## src/rtl/adc_start_mute_pkg.sv

```systemverilog
package adc_start_mute_pkg;

    typedef struct packed {
        logic any_on;
    } det_state_t;

    typedef enum logic {
        LEN_LONG  = 1'b0,
        LEN_SHORT = 1'b1
    } len_sel_e;

endpackage

```

## src/rtl/mute_start_detect.sv

```systemverilog
module mute_start_detect
    import adc_start_mute_pkg::*;
(
    input  logic clk,
    input  logic rst,
    input  logic en_l,
    input  logic en_r,
    output logic start,
    output logic all_off
);

    det_state_t st_d, st_q;
    logic       any_now;

    always_comb begin
        any_now   = en_l | en_r;
        st_d      = st_q;
        st_d.any_on = any_now;
        start     = any_now & ~st_q.any_on;
        all_off   = ~any_now;
    end

    always_ff @(posedge clk) begin
        if (rst) begin
            st_q.any_on <= 1'b0;
        end else begin
            st_q <= st_d;
        end
    end

endmodule

```

## src/rtl/mute_init_timer.sv

```systemverilog
module mute_init_timer
    import adc_start_mute_pkg::*;
#(
    parameter int LONG_CYC  = 1059,
    parameter int SHORT_CYC = 267
) (
    input  logic clk,
    input  logic rst,
    input  logic start,
    input  logic cancel,
    input  logic short_sel,
    input  logic smp_stb,
    output logic busy
);

    localparam int CNT_W = (LONG_CYC > SHORT_CYC) ? $clog2(LONG_CYC) : $clog2(SHORT_CYC);
    localparam logic [CNT_W-1:0] LONG_LAST  = CNT_W'(LONG_CYC - 1);
    localparam logic [CNT_W-1:0] SHORT_LAST = CNT_W'(SHORT_CYC - 1);

    typedef struct packed {
        logic             busy;
        logic [CNT_W-1:0] cnt;
        logic [CNT_W-1:0] last;
    } tmr_state_t;

    tmr_state_t st_d, st_q;
    len_sel_e   sel;

    always_comb begin
        sel  = len_sel_e'(short_sel);
        st_d = st_q;
        if (cancel) begin
            st_d.busy = 1'b0;
            st_d.cnt  = '0;
        end else if (start) begin
            st_d.busy = 1'b1;
            st_d.cnt  = '0;
            st_d.last = (sel == LEN_SHORT) ? SHORT_LAST : LONG_LAST;
        end else if (st_q.busy && smp_stb) begin
            if (st_q.cnt == st_q.last) begin
                st_d.busy = 1'b0;
                st_d.cnt  = '0;
            end else begin
                st_d.cnt = st_q.cnt + 1'b1;
            end
        end
    end

    always_ff @(posedge clk) begin
        if (rst) begin
            st_q.busy <= 1'b0;
            st_q.cnt  <= '0;
            st_q.last <= LONG_LAST;
        end else begin
            st_q <= st_d;
        end
    end

    assign busy = st_q.busy;

endmodule

```

## src/rtl/mute_out_gate.sv

```systemverilog
module mute_out_gate #(
    parameter int DATA_W = 24,
    parameter int NUM_CH = 2
) (
    input  logic                          clk,
    input  logic                          rst,
    input  logic                          mute,
    input  logic                          in_valid,
    input  logic [NUM_CH-1:0][DATA_W-1:0] in_data,
    output logic                          out_valid,
    output logic [NUM_CH-1:0][DATA_W-1:0] out_data
);

    typedef struct packed {
        logic                          vld;
        logic [NUM_CH-1:0][DATA_W-1:0] dat;
    } gate_state_t;

    gate_state_t                   st_d, st_q;
    logic [NUM_CH-1:0][DATA_W-1:0] ch_next;

    for (genvar c = 0; c < NUM_CH; c++) begin : g_ch
        assign ch_next[c] = mute ? '0 : in_data[c];
    end

    always_comb begin
        st_d     = st_q;
        st_d.vld = in_valid;
        st_d.dat = ch_next;
    end

    always_ff @(posedge clk) begin
        if (rst) begin
            st_q.vld <= 1'b0;
            st_q.dat <= '0;
        end else begin
            st_q <= st_d;
        end
    end

    assign out_valid = st_q.vld;
    assign out_data  = st_q.dat;

endmodule

```

## src/rtl/adc_start_mute.sv

```systemverilog
module adc_start_mute
    import adc_start_mute_pkg::*;
#(
    parameter int DATA_W    = 24,
    parameter int LONG_CYC  = 1059,
    parameter int SHORT_CYC = 267
) (
    input  logic              clk,
    input  logic              rst,
    input  logic              en_l,
    input  logic              en_r,
    input  logic              short_sel,
    input  logic              smp_stb,
    input  logic              in_valid,
    input  logic [DATA_W-1:0] in_l,
    input  logic [DATA_W-1:0] in_r,
    output logic              out_valid,
    output logic [DATA_W-1:0] out_l,
    output logic [DATA_W-1:0] out_r,
    output logic              busy
);

    localparam int NUM_CH = 2;

    logic                          start;
    logic                          all_off;
    logic                          tmr_busy;
    logic                          mute;
    logic [NUM_CH-1:0][DATA_W-1:0] in_pack;
    logic [NUM_CH-1:0][DATA_W-1:0] out_pack;

    mute_start_detect u_det (
        .clk     (clk),
        .rst     (rst),
        .en_l    (en_l),
        .en_r    (en_r),
        .start   (start),
        .all_off (all_off)
    );

    mute_init_timer #(
        .LONG_CYC  (LONG_CYC),
        .SHORT_CYC (SHORT_CYC)
    ) u_tmr (
        .clk       (clk),
        .rst       (rst),
        .start     (start),
        .cancel    (all_off),
        .short_sel (short_sel),
        .smp_stb   (smp_stb),
        .busy      (tmr_busy)
    );

    assign mute       = tmr_busy | start | all_off;
    assign in_pack[0] = in_l;
    assign in_pack[1] = in_r;

    mute_out_gate #(
        .DATA_W (DATA_W),
        .NUM_CH (NUM_CH)
    ) u_gate (
        .clk       (clk),
        .rst       (rst),
        .mute      (mute),
        .in_valid  (in_valid),
        .in_data   (in_pack),
        .out_valid (out_valid),
        .out_data  (out_pack)
    );

    assign out_l = out_pack[0];
    assign out_r = out_pack[1];
    assign busy  = tmr_busy;

endmodule

```

## config.mk

```make
export PLATFORM = sky130hd
export DESIGN_NAME = adc_start_mute
export DESIGN_NICKNAME = d
export VERILOG_FILES = /design/src/rtl/adc_start_mute_pkg.sv /design/src/rtl/mute_start_detect.sv /design/src/rtl/mute_init_timer.sv /design/src/rtl/mute_out_gate.sv /design/src/rtl/adc_start_mute.sv
export SDC_FILE = /design/constraint.sdc
export NUM_CORES = 1
export LEC_CHECK = 0
export BUFFER_PORTS_ARGS = -buffer_cell sky130_fd_sc_hd__buf_4
export CAP_MARGIN = 20
export CORE_UTILIZATION = 28
export CTS_CLUSTER_DIAMETER = 150
export CTS_CLUSTER_SIZE = 30
export DETAILED_ROUTE_END_ITERATION = 8
export PLACE_DENSITY_LB_ADDON = 0.15
export SYNTH_ARGS = -nofsm -noshare
export SYNTH_HDL_FRONTEND = slang
export SYNTH_SLANG_ARGS = --single-unit
```

## constraint.sdc

```tcl
create_clock -name clk -period 5.2 [get_ports clk]
set_clock_uncertainty 0.2 [all_clocks]
set_input_delay 1.56 -clock clk [delete_from_list [all_inputs] [get_ports clk]]
set_output_delay 1.56 -clock clk [all_outputs]
set_load 0.05 [all_outputs]
```

==> out/results.tsv <==
stage	metric	value	unit
outcome	outcome	complete, no violations	
sta	hold_viol	0	
grt	grt_first_pass_wirelength	6620	microns
grt	grt_antenna_before_repair	0	
critical_path	cp-end-kind	register	
drt	wl_per_cell	11.0	microns
synth	synth_fa_ha_area_share	1.20	%
sta	finalSetupViolCount	0	
power_and_ir_drop	power	1030	uW
sta	max_slew_margin	52.0	%
synth	synth_area_leaders	dfxtp_1 62%, and2_1 15%, xnor2_1 3.4%	
power_and_ir_drop	power.leakage	0.00138	uW
sta	rsz0062_at_grt	false	
cells_and_area	final_layout_size_suffix_gt1_share	44.7	%
sta	worst_hold_slack	0.296	ns
floorplan	start_util	28.9	%
power_and_ir_drop	power_switching_share	24.0	%
clock_tree	root_buffer	clkbuf_8	
synth	synth-seq-area-share	61.5	%
drt	drc	0	
power_and_ir_drop	ir_drop	0.205	mV
critical_path	crit_path_start_kind	input pin	
power_and_ir_drop	power.density	329	nW/um^2
synth	synth-simple-area-share	26.7	%
grt	grt_pass1_vias	1485	
sta	fin_setup_tns	0	ns
synth	synth_top_area_cell	dfxtp_1	
drt	drt-total-wl	4390	microns
sta	drv_slew	0	
grt	grt_max_degree	49	
cells_and_area	nets	353	
sta	period_minus_slack	2.87	ns
synth	synthMuxAreaShare	0	%
critical_path	worstPathMaxFanout	11	
power_and_ir_drop	pwr-share-seq	49.3	%
clock_tree	cts_buffers	9	
synth	yosysMostFrequentCell	dfxtp_1	
synth	synth_top_area_share	61.5	%
sta	worst_pin_slew	0.718	ns
power_and_ir_drop	intPower	785	uW
synth	syn_area	2080	sq um
sta	period_share	55.2	%
synth	ys.flop_type	dfxtp_1	
placement	place_congestion	0.708	
clock_tree	clk_latency	0.32	ns
floorplan	io_pins	105	
flow_run	maxCapViolCount	0	
floorplan	coreArea	7210	sq um
worst_hold_path	hold_path_class	register to register	
synth	synth_edf_count	0	
grt	grt_usage	11.6	%
floorplan	design.die.area	7790	sq um
cells_and_area	final_util	43.5	%
drt	viasPerCell	4.00	
synth	yosysWarnings	0	
synth	synth_top_family_by_area	simple AND/OR/NAND/NOR gates	
drt	first_pass_iters	4	
floorplan	die_w	88.3	microns
floorplan	rows	31	
power_and_ir_drop	p_sw	248	uW
synth	async_flop_share	0	%
synth	synthTopCellsByCount	64 x dfxtp_1, 49 x and2_1, 10 x nor2_1, 10 x nor2_2, 8 x xnor2_1	
sta	fmax	348	MHz
clock_tree	tritoncts	yes	
drt	vias	1596	
placement	post-dp-hpwl	3210	microns
synth	synth.net_count	245	
synth	synth_compound_area_share	3.66	%
grt	overflow	0	
clock_tree	cts_max_level	3	
synth	synth_cell_types	30	
placement	port_buffers	104	
clock_tree	clock_sinks	64	
critical_path	crit_type	input pin to register	
synth	synth_xor_area_share	4.20	%
drt	drtIter0Drc	60	
clock_tree	holdBufCountCts	0	
synth	ys_ff_latch	64	
power_and_ir_drop	pwr-share-clk	39.8	%
synth	syn-instance-count	188	
cells_and_area	num_antenna_cells	0	
power_and_ir_drop	pwr-share-comb	10.9	%
drt	final_antenna_net_count	0	
floorplan	die_height	88.3	microns
clock_tree	ctsResizeCount	0	
critical_path	cp.arrival	2.85	ns
clock_tree	cts.clk_slew.worst_paths	0.06	ns
clock_tree	clock_path_buffers	2	
clock_tree	cts_setup_buffers	0	
synth	syn_area_per_cell	11.1	sq um
critical_path	required	5.18	ns
cells_and_area	syn_to_final_growth	50.7	%
-- cell type report --
| cell class | count | area, sq um |
|---|---|---|
| multi-input cells | 113 | 747 |
| flip-flops and latches | 64 | 1280 |
| clock buffers | 12 | 145 |
| well taps | 99 | 124 |
| inverters | 3 | 11.3 |
| fillers | 763 | 4080 |
| clock inverters | 3 | 42.5 |
| repair buffers | 105 | 788 |
-- registers in the layout (all words and copies together), names as in the netlist --
register,cells
u_tmr.busy,1
u_tmr.st_q,13
u_gate.out_data,48
u_gate.out_valid,1
u_det.st_q,1
-- cell families (layout without fill, tap and decap cells) --
kind of cell	count (synthesis)	after routing
AND/OR/NAND/NOR	93	93
flip-flops	64	64
XOR/XNOR	10	10
adder cells (fa/ha/maj)	2	2
buffers and inverters	11	123
AO/OA/AOI/OAI	8	8
-- per-layer routing --
layer	GRT usage, %	vias to the layer above	share of wire [%]	routed length [microns]
met5	0	-	0	0
met4	5.28	0	1.5	67
met3	8.30	7	10	442
met2	16.7	58	48	2120
met1	13.0	721	40	1760
li1	-	810	-	-
-- worst paths after layout --
path	slack [ns]	start	depth (start not counted)	end
worst min register to register	0.30	u_tmr.st_q[8]	2	u_tmr.st_q[8]
worst min-delay path	0.30	u_tmr.st_q[8]	2	u_tmr.st_q[8]
worst max-delay path	2.33	smp_stb	5	u_tmr.st_q[12]
worst max register to register	3.13	u_tmr.st_q[12]	5	u_tmr.st_q[12]
-- metrics by stage --
stage / instances / instance area (sq um) / setup WS (ns)
after floorplan: 188 / 2080 / 2.47
after global placement: 384 / 2950 / 2.01
after detailed placement: 384 / 2950 / 1.97
after CTS: 399 / 3140 / 2.34
after global routing: 399 / 3140 / 2.25
final: 399 / 3140 / 2.33
-- worst max-delay path, stage by stage --
cell and delay, ns:
buf_4 0.10, and2_1 0.26, nand3_2 0.15, o311ai_4 0.67
a211oi_1 0.10
-- layout by cell type, fill, tap and decap left out, types with 2 or more instances in the layout --
cell type  instances
and2_1            49
nor2_2            11
xor2_1             2
xnor2_1            8
ha_1               2
buf_4            105
nor3_1             5
nand4_1            4
nand2_1            5
nor2_1             9
inv_1              3
clkbuf_8          10
clkbuf_1           2
nand3_1            3
and3_1             2
dfxtp_1           64
-- power by group through the flow --
stage	registers, uW	logic (uW)	clock network, uW
after global routing	511	120	446
after CTS	510	114	429
after global placement	521	114	0
after detailed placement	521	114	0
final	510	113	411
after floorplan	562	21.4	0
Note: power is estimated with default switching activity, not from simulation.
